==> src/rtl/agu_pkg.sv <==
// Package: shared mode codes for the address generation unit.
// Assumes the mode field is 3 bits wide; codes 5..7 are reserved.
package agu_pkg;
    typedef enum logic [2:0] {
        AM_IO      = 3'd0,
        AM_SHORT   = 3'd1,
        AM_IND     = 3'd2,
        AM_PREDEC  = 3'd3,
        AM_POSTINC = 3'd4
    } am_e;

    localparam int unsigned MODE_W = 3;
endpackage

==> src/rtl/agu_ptr_mux.sv <==
// agu_ptr_mux: picks one 16-bit pointer out of the packed register pairs.
// Assumes pairs are packed lowest pointer first, low byte below high byte.
// sel_ok is low when the select names no existing pointer.
module agu_ptr_mux #(
    parameter int unsigned REG_W = 8,
    parameter int unsigned NPTR  = 3,
    localparam int unsigned PTR_W = 2 * REG_W,
    localparam int unsigned SEL_W = (NPTR > 1) ? $clog2(NPTR) : 1
) (
    input  logic [NPTR*PTR_W-1:0] pairs,
    input  logic [SEL_W-1:0]      sel,
    output logic [PTR_W-1:0]      ptr,
    output logic                  sel_ok
);
    logic [PTR_W-1:0] ptr_arr [NPTR];

    genvar gi;
    generate
        for (gi = 0; gi < NPTR; gi++) begin : g_pair
            assign ptr_arr[gi] = pairs[gi*PTR_W +: PTR_W];
        end
    endgenerate

    // Select the addressed pair, or zero for an out-of-range select.
    always_comb begin
        ptr    = '0;
        sel_ok = 1'b0;
        for (int i = 0; i < NPTR; i++) begin
            if (sel == SEL_W'(i)) begin
                ptr    = ptr_arr[i];
                sel_ok = 1'b1;
            end
        end
    end
endmodule

==> src/rtl/agu_ptr_arith.sv <==
// agu_ptr_arith: one-step pointer increment and decrement.
// Assumes arithmetic wraps modulo 2^W; no carry out is kept.
module agu_ptr_arith #(
    parameter int unsigned W = 16
) (
    input  logic [W-1:0] ptr,
    output logic [W-1:0] ptr_inc,
    output logic [W-1:0] ptr_dec
);
    // Both neighbours are formed in parallel; the selector picks one.
    always_comb begin
        ptr_inc = ptr + W'(1);
        ptr_dec = ptr - W'(1);
    end
endmodule

==> src/rtl/agu_ea_sel.sv <==
// agu_ea_sel: combinational choice of effective address and write-back value.
// Assumes the pointer and its neighbours are already formed upstream.
// accept is low for reserved modes and for pointer modes with a bad select.
module agu_ea_sel
    import agu_pkg::*;
#(
    parameter int unsigned ADDR_W  = 16,
    parameter int unsigned IMM_W   = 7,
    parameter int unsigned IO_BITS = 6,
    parameter logic [ADDR_W-1:0] SD_BASE = 16'h0040
) (
    input  logic [MODE_W-1:0] mode,
    input  logic [IMM_W-1:0]  imm,
    input  logic [ADDR_W-1:0] ptr,
    input  logic [ADDR_W-1:0] ptr_inc,
    input  logic [ADDR_W-1:0] ptr_dec,
    input  logic              sel_ok,
    output logic [ADDR_W-1:0] ea,
    output logic [ADDR_W-1:0] wb_val,
    output logic              wb_want,
    output logic              accept
);
    logic [ADDR_W-1:0] io_ea;
    logic [ADDR_W-1:0] sd_ea;

    // Direct-form addresses from the immediate.
    always_comb begin
        io_ea = ADDR_W'(imm[IO_BITS-1:0]);
        sd_ea = SD_BASE + ADDR_W'(imm);
    end

    // Mode decode: address, update value and legality.
    always_comb begin
        ea      = '0;
        wb_val  = '0;
        wb_want = 1'b0;
        accept  = 1'b0;
        case (mode)
            AM_IO: begin
                ea     = io_ea;
                accept = 1'b1;
            end
            AM_SHORT: begin
                ea     = sd_ea;
                accept = 1'b1;
            end
            AM_IND: begin
                ea     = ptr;
                accept = sel_ok;
            end
            AM_PREDEC: begin
                ea      = ptr_dec;
                wb_val  = ptr_dec;
                wb_want = 1'b1;
                accept  = sel_ok;
            end
            AM_POSTINC: begin
                ea      = ptr;
                wb_val  = ptr_inc;
                wb_want = 1'b1;
                accept  = sel_ok;
            end
            default: begin
                accept = 1'b0;
            end
        endcase
    end
endmodule

==> src/rtl/agu_addr_gen.sv <==
// agu_addr_gen: top of the address generation unit.
// Registers one result per accepted request; outputs appear one cycle
// after the request. Address and write-back fields hold when idle.
// Assumes synchronous active-low reset and a single clock.
module agu_addr_gen
    import agu_pkg::*;
#(
    parameter int unsigned REG_W   = 8,
    parameter int unsigned NPTR    = 3,
    parameter int unsigned IMM_W   = 7,
    parameter int unsigned IO_BITS = 6,
    parameter logic [2*REG_W-1:0] SD_BASE = 16'h0040,
    localparam int unsigned ADDR_W = 2 * REG_W,
    localparam int unsigned SEL_W  = (NPTR > 1) ? $clog2(NPTR) : 1
) (
    input  logic                   clk,
    input  logic                   rst_n,
    input  logic                   req_valid,
    input  logic [MODE_W-1:0]      mode,
    input  logic [SEL_W-1:0]       ptr_sel,
    input  logic [IMM_W-1:0]       imm,
    input  logic [NPTR*ADDR_W-1:0] pair_regs,
    output logic                   ea_valid,
    output logic [ADDR_W-1:0]      ea_addr,
    output logic                   wb_en,
    output logic [SEL_W-1:0]       wb_ptr,
    output logic [REG_W-1:0]       wb_lo,
    output logic [REG_W-1:0]       wb_hi
);
    logic [ADDR_W-1:0] ptr, ptr_inc, ptr_dec, ea_c, wb_val_c;
    logic              sel_ok, wb_want_c, accept_c, take;

    agu_ptr_mux #(.REG_W(REG_W), .NPTR(NPTR)) u_mux (
        .pairs  (pair_regs),
        .sel    (ptr_sel),
        .ptr    (ptr),
        .sel_ok (sel_ok)
    );

    agu_ptr_arith #(.W(ADDR_W)) u_arith (
        .ptr     (ptr),
        .ptr_inc (ptr_inc),
        .ptr_dec (ptr_dec)
    );

    agu_ea_sel #(
        .ADDR_W(ADDR_W), .IMM_W(IMM_W), .IO_BITS(IO_BITS), .SD_BASE(SD_BASE)
    ) u_sel (
        .mode    (mode),
        .imm     (imm),
        .ptr     (ptr),
        .ptr_inc (ptr_inc),
        .ptr_dec (ptr_dec),
        .sel_ok  (sel_ok),
        .ea      (ea_c),
        .wb_val  (wb_val_c),
        .wb_want (wb_want_c),
        .accept  (accept_c)
    );

    assign take = req_valid && accept_c;

    // Result register: strobes pulse per request, data fields hold.
    always_ff @(posedge clk) begin
        if (!rst_n) begin
            ea_valid <= 1'b0;
            ea_addr  <= '0;
            wb_en    <= 1'b0;
            wb_ptr   <= '0;
            wb_lo    <= '0;
            wb_hi    <= '0;
        end else begin
            ea_valid <= take;
            wb_en    <= take && wb_want_c;
            if (take) begin
                ea_addr <= ea_c;
            end
            if (take && wb_want_c) begin
                wb_ptr <= ptr_sel;
                wb_lo  <= wb_val_c[REG_W-1:0];
                wb_hi  <= wb_val_c[ADDR_W-1:REG_W];
            end
        end
    end

    // I/O form stays inside the bottom I/O window.
    assert_io_window_R3: assert property (@(posedge clk) disable iff (!rst_n)
        (req_valid && mode == AM_IO) |=> (ea_valid && ea_addr < ADDR_W'(64)));

    // Short direct form stays inside its 128-byte window.
    assert_short_window_R4: assert property (@(posedge clk) disable iff (!rst_n)
        (req_valid && mode == AM_SHORT) |=>
        (ea_valid && ea_addr >= ADDR_W'(16'h0040) && ea_addr <= ADDR_W'(16'h00BF)));

    // Bad pointer select in a pointer mode is dropped.
    assert_bad_sel_dropped_R5: assert property (@(posedge clk) disable iff (!rst_n)
        (req_valid && ptr_sel >= SEL_W'(NPTR) && mode inside {AM_IND, AM_PREDEC, AM_POSTINC})
        |=> (!ea_valid && !wb_en));

    // Pre-decrement writes back exactly the address used.
    assert_predec_wb_R7: assert property (@(posedge clk) disable iff (!rst_n)
        (req_valid && mode == AM_PREDEC && ptr_sel < SEL_W'(NPTR)) |=>
        (wb_en && {wb_hi, wb_lo} == ea_addr));

    // Post-increment writes back one above the address, wrapping.
    assert_postinc_wb_R8: assert property (@(posedge clk) disable iff (!rst_n)
        (req_valid && mode == AM_POSTINC && ptr_sel < SEL_W'(NPTR)) |=>
        (wb_en && {wb_hi, wb_lo} == ADDR_W'(ea_addr + ADDR_W'(1))));

    // Reserved mode codes produce nothing.
    assert_reserved_dropped_R10: assert property (@(posedge clk) disable iff (!rst_n)
        (req_valid && mode > MODE_W'(4)) |=> (!ea_valid && !wb_en));

    // Non-modifying modes never request a write-back.
    assert_no_wb_plain_R11: assert property (@(posedge clk) disable iff (!rst_n)
        (req_valid && mode inside {AM_IO, AM_SHORT, AM_IND}) |=> !wb_en);

    // A write-back always accompanies a valid address.
    assert_wb_with_valid_R2: assert property (@(posedge clk) disable iff (!rst_n)
        wb_en |-> ea_valid);
endmodule

==> config.mk <==
export PLATFORM = sky130hd
export DESIGN_NAME = agu_addr_gen
export DESIGN_NICKNAME = d
export VERILOG_FILES = /design/src/rtl/agu_pkg.sv /design/src/rtl/agu_ptr_mux.sv /design/src/rtl/agu_ptr_arith.sv /design/src/rtl/agu_ea_sel.sv /design/src/rtl/agu_addr_gen.sv
export SDC_FILE = /design/constraint.sdc
export NUM_CORES = 1
export LEC_CHECK = 0
export BUFFER_PORTS_ARGS = -buffer_cell sky130_fd_sc_hd__buf_2
export CAP_MARGIN = 40
export CORE_AREA = 3 3 94 96
export DETAILED_ROUTE_END_ITERATION = 10
export DIE_AREA = 0 0 97 99
export PLACE_DENSITY = 0.57
export SLEW_MARGIN = 30
export SYNTH_ARGS = -nofsm -noshare
export SYNTH_HDL_FRONTEND = slang
export SYNTH_SLANG_ARGS = --single-unit
==> constraint.sdc <==
create_clock -name clk -period 3.1 [get_ports clk]
set_clock_uncertainty 0.05 [all_clocks]
set_input_delay 0.31 -clock clk [delete_from_list [all_inputs] [get_ports clk]]
set_output_delay 0.31 -clock clk [all_outputs]
set_load 0.01 [all_outputs]
==> metrics.txt <==
Starting Density=0.3412; DRT Pass-1 Iters=4; Worst Reg-to-Reg Cells=4; clk sink count=36; flop2flop setup slack=about 2.2 ns; async set-reset flop share out of synthesis=0; critical path capture point type=flop; Worst R2R End=wb_lo[1]; hold crit path type=input pin to flop; Ant. Diodes=0; gr ovfl total=0; DR iter-0 viols=163; Post-Syn Instances=340; Yosys reg bits=36; final hold violation count=0; Final HPWL DP=between 6000 and 7000 um; Setup crit start=ptr_sel[0]; final critical-path share of the clock period=0.8192; CTS Buf Count=5; Worst Path Arrival=between 2 and 3 ns; Crit path required time=~3.3 ns; layout cells sized above 1=0.3410; number of cells on the critical path=12; first-pass GRT wire length=approximately 14000 um; CP max-delay cell=nor4_2; height of the die=just under 100 um; CTS clk-pin slew, worst paths=0.08 ns; most frequent cell after synthesis=dfxtp_1; worst stage delay on the critical path=0.32 ns; residual DRC count=0; sequential share of the synthesized area=0.2597; CP startpoint kind=input pin; Clock Path Buffers=2; row cnt=33; Post-Synthesis Net Count=approximately 410; post-CTS sizing=0; syn avg cell area=between 8 and 9 sq um; final WL=~8800 um; YS warnings=0; Post-synth EDFFs=0; fin crit period=about 2.5 ns; RSZ-0062 raised after global routing=no; # port buffers=around 100; largest net degree at the start of global routing=38; IO Count=99; max-slew violations=0; final setup vio count=0; Die X=97 um; outcome=completed; synth unique cells=57; cell taking the most area after synthesis=dfxtp_1; max_cap viols=0; synthesized area=2775 sq um; fmax=~400 MHz; FF-to-FF Start=wb_lo[1]; Synth Flop Type=dfxtp_1; overall routing resource usage=0.1776; CP Max Fanout=8; TritonCTS clock tree=built; Hold Slack=0.3455 ns; Slew @ Worst Pin=around 0.75 ns; number of nets still failing antenna checks after routing=0; Yosys top cell area share=0.2597; vias in the first global route=approximately 2.9k; H-tree depth=2; kind of critical path=input pin to flop; top post-synthesis cells by count=dfxtp_1 (36), o21ai_0 (33), nand2_1 (30), a21oi_1 (29), nor2_1 (19); setup_tns=0 ns; RD Place Congestion=0.9090; worst-path cell chain=buf_2, mux2i_1, nor2_1, a21oi_2, ha_1, inv_1, nor4_2, buf_4, nor3b_2, xor2_1, a22oi_1, a21oi_1; Filler Cell Count=between 800 and 900; Critical Path End=ea_addr[10]; Setup Buffers After CTS=0; Power per Cell Area=382.5 nW/um^2; Routed wire per std cell=around 16 um; delay-heaviest family, CP=compound AO/OA/AOI/OAI gates; antenna violations before repair=0; CTS root buf=clkbuf_8; fin nets=498; Worst Path Buf+Inv=3; Post-CTS Hold Buffers=0; Core Area=around 8000 sq um; synthesis-to-finish area growth=24.75%; cell leakage power=between 1 and 1.5 nW; Synth area leaders=dfxtp_1 (26%), mux2i_1 (6.1%), o21ai_0 (6.0%), a21oi_1 (5.2%), nand2_1 (4.1%); Via density=approximately 5.5; vias=~3k; peak supply drop=around 190 uV; DIE AREA=approximately 9600 sq um; relative slew slack=0.4973; worst-skew pair later-pin latency=0.29 ns
[worst register-to-register path: stages, from the launching register on]
cell     delay [ns]
dfxtp_1        0.33
a22oi_1        0.15
a21oi_1        0.08
a21oi_1        0.12
nor2b_1        0.05
[how the worst min path moves through the flow]
| stage | from | end | slack [ns] | cells past startpoint |
|---|---|---|---|---|
| final | pair_regs[32] | wb_lo[0] | 0.35 | 4 |
| after global placement | wb_ptr[0] | wb_ptr[0] | 0.39 | 2 |
| after floorplan | rst_n | ea_addr[11] | 0.40 | 2 |
| after detailed placement | wb_ptr[0] | wb_ptr[0] | 0.40 | 2 |
| after global routing | pair_regs[32] | wb_lo[0] | 0.36 | 4 |
| after CTS | imm[4] | ea_addr[4] | 0.33 | 3 |
[flip-flops by register name, indices dropped and copies added, names as in the netlist]
name,cells
ea_addr,16
wb_hi,8
wb_lo,8
wb_ptr,2
ea_valid,1
wb_en,1
[cells by family (layout without fill, tap and decap cells)]
logic type,Yosys count,count (layout),synth area share
AOI/OAI and AO/OA,132,132,0.3264
xor gates and xnor gates,20,20,0.06312
adders and majority gates,2,2,0.009016
buffers and inverters,28,122,0.05545
DFF,36,36,0.2597
muxes,18,18,0.06627
and+or+nand+nor,104,104,0.2200
[metrics by stage]
stage                       util  instances  cell area [sq um]  setup WS [ns]  total power, W
after floorplan                -        340               2775         0.6297       0.0007837
after global placement    0.4119        531               3351         0.3818       0.0009168
after detailed placement  0.4119        531               3351         0.3200       0.0009193
after CTS                 0.4256        539               3462         0.6198        0.001337
after global routing      0.4256        539               3462         0.3948        0.001402
final                     0.4256        539               3462         0.5604        0.001324
[per-layer routing]
metal	vias to the layer above	GRT usage	part of all wire
met5	-	0	0
met1	1379	0.2180	0.43
li1	1460	-	-
met3	14	0.03822	0.055
met2	87	0.3153	0.50
met4	0	0.04536	0.017
[report_power, final]
part           total [W]  switching (W)  internal [W]
logic           0.000402       0.000239      0.000163
registers       0.000507      0.0000145      0.000492
clock network   0.000416       0.000178      0.000238
total            0.00132       0.000431      0.000894
[final cells by class]
type                    count  area (sq um)  area share
inverters                   4         15.01    0.004337
flip-flops and latches     36         720.7      0.2082
well taps                 105         131.4     0.03795
repair buffers            110         580.6      0.1677
multi-input cells         276          1903      0.5497
clock buffers               5         68.82     0.01988
clock inverters             3         42.54     0.01229
[placed cells by master (no fill, tap or decap), types with 3 or more instances in the layout]
| cell | count |
|---|---|
| buf_2 | 98 |
| dfxtp_1 | 36 |
| o21ai_0 | 33 |
| nand2_1 | 30 |
| a21oi_1 | 29 |
| nor2_1 | 19 |
| mux2i_1 | 17 |
| a31oi_1 | 16 |
| buf_4 | 12 |
| xnor2_1 | 11 |
| xor2_1 | 9 |
| nand3_1 | 8 |
| nor2b_1 | 7 |
| o2bb2ai_2 | 6 |
| a22oi_1 | 6 |
| nor4_1 | 6 |
| o2bb2ai_1 | 5 |
| nor3_1 | 5 |
| clkbuf_8 | 5 |
| o221ai_1 | 4 |
| o211a_1 | 4 |
| a21boi_1 | 4 |
| o21ai_1 | 4 |
| nand2b_1 | 3 |
| a21o_1 | 3 |
| nand4_2 | 3 |
| and2_1 | 3 |
| nor4_2 | 3 |
| o31a_1 | 3 |
| nand4_1 | 3 |
Power figures use the tool's default switching activity.
